<file path="src/rtl/feac_rx_pkg.sv">
package feac_rx_pkg;
  localparam int unsigned FEAC_CODE_W = 6;
  localparam int unsigned FEAC_ONES_N = 8;
  localparam int unsigned FEAC_HIST_N = 10;
  localparam int unsigned FEAC_VAL_TH = 8;
  localparam int unsigned FEAC_REM_TH = 3;
  localparam int unsigned FEAC_REG_W  = 8;
endpackage

</file>
<file path="src/rtl/feac_rx_framer.sv">
module feac_rx_framer #(
  parameter int unsigned CODE_W = 6,
  parameter int unsigned ONES_N = 8
) (
  input  logic              clk_i,
  input  logic              rst_ni,
  input  logic              stb_i,
  input  logic              bit_i,
  output logic              evt_o,
  output logic              ok_o,
  output logic [CODE_W-1:0] code_o
);
  localparam int unsigned MSG_W  = ONES_N + CODE_W + 2;
  localparam int unsigned SLOT_W = $clog2(MSG_W);

  logic [MSG_W-2:0]  sr_q;
  logic [MSG_W-1:0]  sr_d;
  logic [CODE_W-1:0] code_w;
  logic [SLOT_W-1:0] slot_q;
  logic              match_w;
  logic              slot_end_w;

  // newest bit at position 0
  assign sr_d = {sr_q, bit_i};

  for (genvar i = 0; i < CODE_W; i++) begin : g_code
    assign code_w[i] = sr_d[CODE_W - i];
  end

  assign match_w = (sr_d[MSG_W-1 -: ONES_N] == {ONES_N{1'b1}}) &&
                   !sr_d[CODE_W+1] && !sr_d[0];
  assign slot_end_w = (slot_q == SLOT_W'(MSG_W-1));

  always_ff @(posedge clk_i or negedge rst_ni) begin
    if (!rst_ni) begin
      sr_q   <= '0;
      slot_q <= '0;
      evt_o  <= 1'b0;
      ok_o   <= 1'b0;
      code_o <= '0;
    end else begin
      evt_o <= 1'b0;
      if (stb_i) begin
        sr_q <= sr_d[MSG_W-2:0];
        if (match_w) begin
          slot_q <= '0;
          evt_o  <= 1'b1;
          ok_o   <= 1'b1;
          code_o <= code_w;
        end else if (slot_end_w) begin
          slot_q <= '0;
          evt_o  <= 1'b1;
          ok_o   <= 1'b0;
          code_o <= '0;
        end else begin
          slot_q <= slot_q + 1'b1;
        end
      end
    end
  end
endmodule

</file>
<file path="src/rtl/feac_rx_qual.sv">
module feac_rx_qual #(
  parameter int unsigned CODE_W = 6,
  parameter int unsigned HIST_N = 10,
  parameter int unsigned VAL_TH = 8,
  parameter int unsigned REM_TH = 3,
  parameter int unsigned REG_W  = 8
) (
  input  logic              clk_i,
  input  logic              rst_ni,
  input  logic              evt_i,
  input  logic              ok_i,
  input  logic [CODE_W-1:0] code_i,
  input  logic              int_clr_i,
  output logic [REG_W-1:0]  reg_o,
  output logic              valid_o,
  output logic              val_evt_o,
  output logic              rem_evt_o,
  output logic              int_o
);
  localparam int unsigned HIST_D = HIST_N - 1;
  localparam int unsigned CNT_W  = $clog2(HIST_N + 1);

  logic              hist_ok_q   [HIST_D];
  logic [CODE_W-1:0] hist_code_q [HIST_D];
  logic [CODE_W-1:0] held_q;
  logic [CNT_W-1:0]  hit_cnt, miss_cnt;
  logic              do_val, do_rem;

  // counts over the incoming slot plus the stored ones
  always_comb begin
    hit_cnt  = CNT_W'(ok_i);
    miss_cnt = CNT_W'(!ok_i || (code_i != held_q));
    for (int j = 0; j < int'(HIST_D); j++) begin
      hit_cnt  = hit_cnt  + CNT_W'(hist_ok_q[j] && (hist_code_q[j] == code_i));
      miss_cnt = miss_cnt + CNT_W'(!hist_ok_q[j] || (hist_code_q[j] != held_q));
    end
  end

  assign do_val = evt_i && !valid_o && ok_i && (hit_cnt >= CNT_W'(VAL_TH));
  assign do_rem = evt_i && valid_o && (miss_cnt >= CNT_W'(REM_TH));

  always_ff @(posedge clk_i or negedge rst_ni) begin
    if (!rst_ni) begin
      for (int j = 0; j < int'(HIST_D); j++) begin
        hist_ok_q[j]   <= 1'b0;
        hist_code_q[j] <= '0;
      end
    end else if (evt_i) begin
      hist_ok_q[0]   <= ok_i;
      hist_code_q[0] <= code_i;
      for (int j = 1; j < int'(HIST_D); j++) begin
        hist_ok_q[j]   <= hist_ok_q[j-1];
        hist_code_q[j] <= hist_code_q[j-1];
      end
    end
  end

  always_ff @(posedge clk_i or negedge rst_ni) begin
    if (!rst_ni) begin
      held_q    <= '0;
      valid_o   <= 1'b0;
      val_evt_o <= 1'b0;
      rem_evt_o <= 1'b0;
      int_o     <= 1'b0;
    end else begin
      val_evt_o <= do_val;
      rem_evt_o <= do_rem;
      if (do_val) begin
        held_q  <= code_i;
        valid_o <= 1'b1;
      end else if (do_rem) begin
        valid_o <= 1'b0;
      end
      if (do_val)         int_o <= 1'b1;
      else if (int_clr_i) int_o <= 1'b0;
    end
  end

  assign reg_o = {{(REG_W-CODE_W-1){1'b0}}, held_q, 1'b0};
endmodule

</file>
<file path="src/rtl/feac_rx.sv">
module feac_rx
  import feac_rx_pkg::*;
#(
  parameter int unsigned CODE_W = FEAC_CODE_W,
  parameter int unsigned ONES_N = FEAC_ONES_N,
  parameter int unsigned HIST_N = FEAC_HIST_N,
  parameter int unsigned VAL_TH = FEAC_VAL_TH,
  parameter int unsigned REM_TH = FEAC_REM_TH,
  parameter int unsigned REG_W  = FEAC_REG_W
) (
  input  logic             clk_i,
  input  logic             rst_ni,
  input  logic             frame_stb_i,
  input  logic             feac_bit_i,
  input  logic             int_clr_i,
  output logic [REG_W-1:0] code_reg_o,
  output logic             code_valid_o,
  output logic             valid_evt_o,
  output logic             remove_evt_o,
  output logic             int_o
);
  logic              msg_evt;
  logic              msg_ok;
  logic [CODE_W-1:0] msg_code;

  feac_rx_framer #(.CODE_W(CODE_W), .ONES_N(ONES_N)) u_framer (
    .clk_i  (clk_i),
    .rst_ni (rst_ni),
    .stb_i  (frame_stb_i),
    .bit_i  (feac_bit_i),
    .evt_o  (msg_evt),
    .ok_o   (msg_ok),
    .code_o (msg_code)
  );

  feac_rx_qual #(
    .CODE_W(CODE_W), .HIST_N(HIST_N), .VAL_TH(VAL_TH),
    .REM_TH(REM_TH), .REG_W(REG_W)
  ) u_qual (
    .clk_i     (clk_i),
    .rst_ni    (rst_ni),
    .evt_i     (msg_evt),
    .ok_i      (msg_ok),
    .code_i    (msg_code),
    .int_clr_i (int_clr_i),
    .reg_o     (code_reg_o),
    .valid_o   (code_valid_o),
    .val_evt_o (valid_evt_o),
    .rem_evt_o (remove_evt_o),
    .int_o     (int_o)
  );
endmodule

</file>
<file path="config.mk">
export PLATFORM = sky130hd
export DESIGN_NAME = feac_rx
export DESIGN_NICKNAME = d
export VERILOG_FILES = /design/src/rtl/feac_rx_pkg.sv /design/src/rtl/feac_rx_framer.sv /design/src/rtl/feac_rx_qual.sv /design/src/rtl/feac_rx.sv
export SDC_FILE = /design/constraint.sdc
export NUM_CORES = 1
export LEC_CHECK = 0
export ABC_AREA = 1
export CAP_MARGIN = 20
export CORE_AREA = 2 2 101 103
export DETAILED_ROUTE_END_ITERATION = 6
export DIE_AREA = 0 0 103 105
export PLACE_DENSITY = 0.77
export SYNTH_ARGS = -nofsm -noshare
export SYNTH_HDL_FRONTEND = slang
export SYNTH_SLANG_ARGS = --single-unit
export TNS_END_PERCENT = 1
</file>
<file path="constraint.sdc">
create_clock -name clk_i -period 7.9 [get_ports clk_i]
set_input_delay 1.58 -clock clk_i [delete_from_list [all_inputs] [get_ports clk_i]]
set_output_delay 1.58 -clock clk_i [all_outputs]
set_load 0.005 [all_outputs]
</file>
==> impl_results.md <==
* Leading register cell type out of synthesis: sky130_fd_sc_hd__dfrtp_1
* Setup repair after global routing missed its margin: false
* Cell repeated most along the worst path: sky130_fd_sc_hd__fa_1
* Chip height at approximately 110 um
* Max-capacitance violation count at 0
* Wire length per cell at about 19 um
* Timing-limited maximum frequency at approximately 210 MHz
* Residual DRC at 0
* Logic depth of the worst register-to-register path at 17
* Leading cell types by total area after synthesis: sky130_fd_sc_hd__dfrtp_1, sky130_fd_sc_hd__nand2_1, sky130_fd_sc_hd__o21ai_0, sky130_fd_sc_hd__inv_1, sky130_fd_sc_hd__o22ai_1
* Time the worst path needs with I/O delays and setup at 4.851 ns
* Hold path startpoint: u_qual.hist_code_q[29]$_DFFE_PN0P_
* IO buf count at 14
* Clock Latency Late Sink at 0.40 ns
* Number of post-CTS setup repair buffers at 0
* Site row count at 36
* Vias after detailed routing at about 5000
* First DRT Iteration DRCs at 326
* Leading cell type in the layout, fill and taps excluded: sky130_fd_sc_hd__nand2_1
* Worst Path Required at slightly above 8 ns
* Worst flop-to-flop path endpoint: u_qual.valid_o$_DFFE_PN0P_
* CTS Buffer Depth at 2
* Clock tree from TritonCTS: done
* Share of final-layout standard cells stronger than drive strength 1 at 0.04986
* Tot GR Track Use at 0.3313
* Sum of net half-perimeters after detailed placement at 11640 um
* P&R area growth vs syn at 4.585%
* Number of H-tree levels at 3
* Measured slew at the worst slew-check pin at 0.9004 ns
* Detailed-router iteration count before antenna repair at 5
* Via density per instance at 5.894
* Via count of the first global-routing pass at 5007
* Area of the die at 10820 um2
* Clock Tree Root: sky130_fd_sc_hd__clkbuf_8
* Largest net degree at the start of global routing at 70
* Number of nets still failing antenna checks after routing at 0
* Synthesized flop and latch total at 100
* Worst Hold Path Cells at 2
* Largest fanout of any net on the critical path at 17
* Antenna Cells at 0
* Syn Area/Cell at 7.931 um2
* Leading area contributor after synthesis: sky130_fd_sc_hd__dfrtp_1
* Clock input transition at the sequential cells of the worst setup and hold paths at 0.10 ns
* Cell with the biggest individual delay on the critical path: sky130_fd_sc_hd__dfrtp_1
* Maximum ir drop on the vdd rail at 0.1516 mV
* Amount of wire on met2 after detailed routing at 7657 um
* Type of the most critical hold path: flop to flop
* CTS sink cnt at 100
* Global-route wire length before repair at 26610 um
* Post-route worst setup slack at 3.049 ns
* Ys async rst share at 1.000
* Hold_buf cts at 0
* Chip width at 103 um
* Number of antenna violations at the first check in global routing at 0
* Routed length on met3 at between 1000 and 1500 um
* Result of the run: completed
* Final setup skew at 0.01699 ns
* Initial core utilization at 0.5974
* Total number of yosys warnings at 0
* Sequential element share of the synthesized area at 0.4346
* Standard cell core area at 9639 um2
* Total standard cell area after synthesis at 5758 um2
* FF-to-FF setup slack at roughly 3.0 ns
* Fraction of post-synthesis cell area in the top cell type by area at 0.4346
* Startpoint types: flop
* Leakage component of the power at 2.758 nW
* Post-placement worst setup slack at 3.096 ns
* Residual overflow from global routing at 0
* Syn Inst Count at a little over 700
* Commonest non-fill, non-tap cells in the layout: sky130_fd_sc_hd__nand2_1, sky130_fd_sc_hd__dfrtp_1, sky130_fd_sc_hd__inv_1
* Fillers at 898
* Final clock period utilization by the worst path at 0.6141
* Number of endpoints with negative hold slack in the final report at 0
* Pins over their slew limit at 0
* Endpoint of the worst hold path: u_qual.hist_code_q[23]$_DFFE_PN0P_
* Remaining max-slew budget at the tightest pin at 0.3979
* Setup Viol. Count Final at 0
* Critical path capture point type: flop
* Reg2Reg Launch Point: u_qual.held_q[5]$_DFFE_PN0P_
* Count of different cell masters after synthesis at 30
* Post_cts resized at 0
* Metal1 wirelength at about 6700 um
* Arrival time of the worst setup path at 5.19 ns
* Detailed Route WL at 16460 um
* Post-synth EDFFs at 0
* Slowest cell delay on critical path at just over 0.8 ns
* Total power density per cell area at 220.8 nW/um2
* Final weighted congestion in routability-driven placement at 0.9262
* Category of the most critical setup path: flop to flop
* I/O pin count at 17
* Setup TNS at 0 ns
* Layout Nets at 744
* Sequence of cells on the critical path: inv_1 > o21ai_0 > nor3_1 > nand3_1 > ha_1 > fa_1 > fa_1 > inv_1 > fa_1 > fa_1 > fa_1 > nor2_1 > nor3_1 > nand2_1 > nand2_1 > nand2_1 > inv_1
* Top routing layer in use: met4
* Total CTS buffers at 9
-- area by class of cell --
type / instances / area, um2 / share of cell area
inverter: 90 / 337.8 / 0.05610
tap: 133 / 166.4 / 0.02763
clock inverter: 5 / 45.04 / 0.007480
clock buffer: 11 / 141.4 / 0.02348
sequential: 100 / 2506 / 0.4162
timing repair buffer: 16 / 152.6 / 0.02535
multi-input combinational: 500 / 2673 / 0.4438
-- routing by layer --
layer,global-route usage,vias to the layer above
met5,0,-
met4,0.1758,0
met3,0.07625,58
met2,0.4972,264
met1,0.4424,2391
li1,-,2326
-- critical path: cells and delay by family (launching register included) --
family	cells	cell delay [ns]
AOI/OAI and AO/OA	1	0.23
buffers and inverters	3	0.44
adders and majority gates	6	2.78
DFF	1	0.83
and+or+nand+nor	7	0.50
-- cells in the mapped netlist (all sizes together), types with 2 or more instances --
| cell type | n |
|---|---|
| inv | 90 |
| o211ai | 4 |
| clkbuf | 6 |
| nand4 | 14 |
| xor2 | 10 |
| nor3 | 10 |
| nor2 | 46 |
| xnor2 | 14 |
| buf | 31 |
| nand2 | 196 |
| fa | 11 |
| dfrtp | 100 |
| o21ai | 83 |
| nand3b | 2 |
| a21oi | 33 |
| o22ai | 38 |
| ha | 11 |
| nand3 | 21 |
| a22oi | 2 |
-- report_power, final --
| part | switching (mW) | leakage [nW] | internal (mW) |
|---|---|---|---|
| Clock | 0.192 | 0.0920 | 0.128 |
| Combinational | 0.192 | 1.31 | 0.140 |
| Sequential | 0.0994 | 1.36 | 0.579 |
| Total | 0.483 | 2.76 | 0.846 |
-- state kept, by name, indices dropped and copies added, names as in the netlist --
signal and flops:
u_qual.val_evt_o 1, u_framer.code_o 6, u_framer.evt_o 1, u_qual.held_q 6, u_qual.hist_code_q 54, u_qual.rem_evt_o 1, u_qual.int_o 1, u_framer.ok_o 1
u_framer.sr_q 15, u_qual.hist_ok_q 9, u_qual.valid_o 1, u_framer.slot_q 4
-- per-stage QoR --
stage / cells / instance area (um2) / total power, mW / util / hold WS (ns)
6_report: 855 / 6022 / 1.330 / 0.6247 / 0.4888
5_1_grt: 855 / 6022 / 1.427 / 0.6247 / 0.5237
4_1_cts: 855 / 6022 / 1.336 / 0.6247 / 0.4959
3_5_place_dp: 839 / 5836 / 1.018 / 0.6054 / 0.4746
3_3_place_gp: 839 / 5836 / 1.000 / 0.6054 / 0.4561
2_1_floorplan: 727 / 5762 / 0.9044 / - / 0.4417
-- logic make-up (layout without fill, tap and decap cells) --
group / Yosys count / after routing / synth area share
other: 1 / 2 / 0.0006513
adder cells (fa/ha/maj): 22 / 22 / 0.06215
flip-flops: 100 / 100 / 0.4346
buffers and inverters: 127 / 122 / 0.1019
AO/OA/AOI/OAI: 162 / 162 / 0.1567
XOR/XNOR: 24 / 24 / 0.03651
AND/OR/NAND/NOR: 290 / 290 / 0.2075
-- how the worst max path moves through the flow --
stage                                    from                         end  slack (ns)  cells past startpoint
4_1_cts          u_qual.held_q[5]$_DFFE_PN0P_  u_qual.valid_o$_DFFE_PN0P_        3.07                     17
3_5_place_dp     u_qual.held_q[5]$_DFFE_PN0P_  u_qual.valid_o$_DFFE_PN0P_        3.10                     17
5_1_grt        u_framer.code_o[2]$_DFFE_PN0P_  u_qual.valid_o$_DFFE_PN0P_        2.80                     19
2_1_floorplan    u_qual.held_q[1]$_DFFE_PN0P_  u_qual.rem_evt_o$_DFF_PN0_        3.68                     18
6_report         u_qual.held_q[5]$_DFFE_PN0P_  u_qual.valid_o$_DFFE_PN0P_        3.05                     17
3_3_place_gp     u_qual.held_q[5]$_DFFE_PN0P_  u_qual.valid_o$_DFFE_PN0P_        3.21                     17
Power figures use the tool's default switching activity.
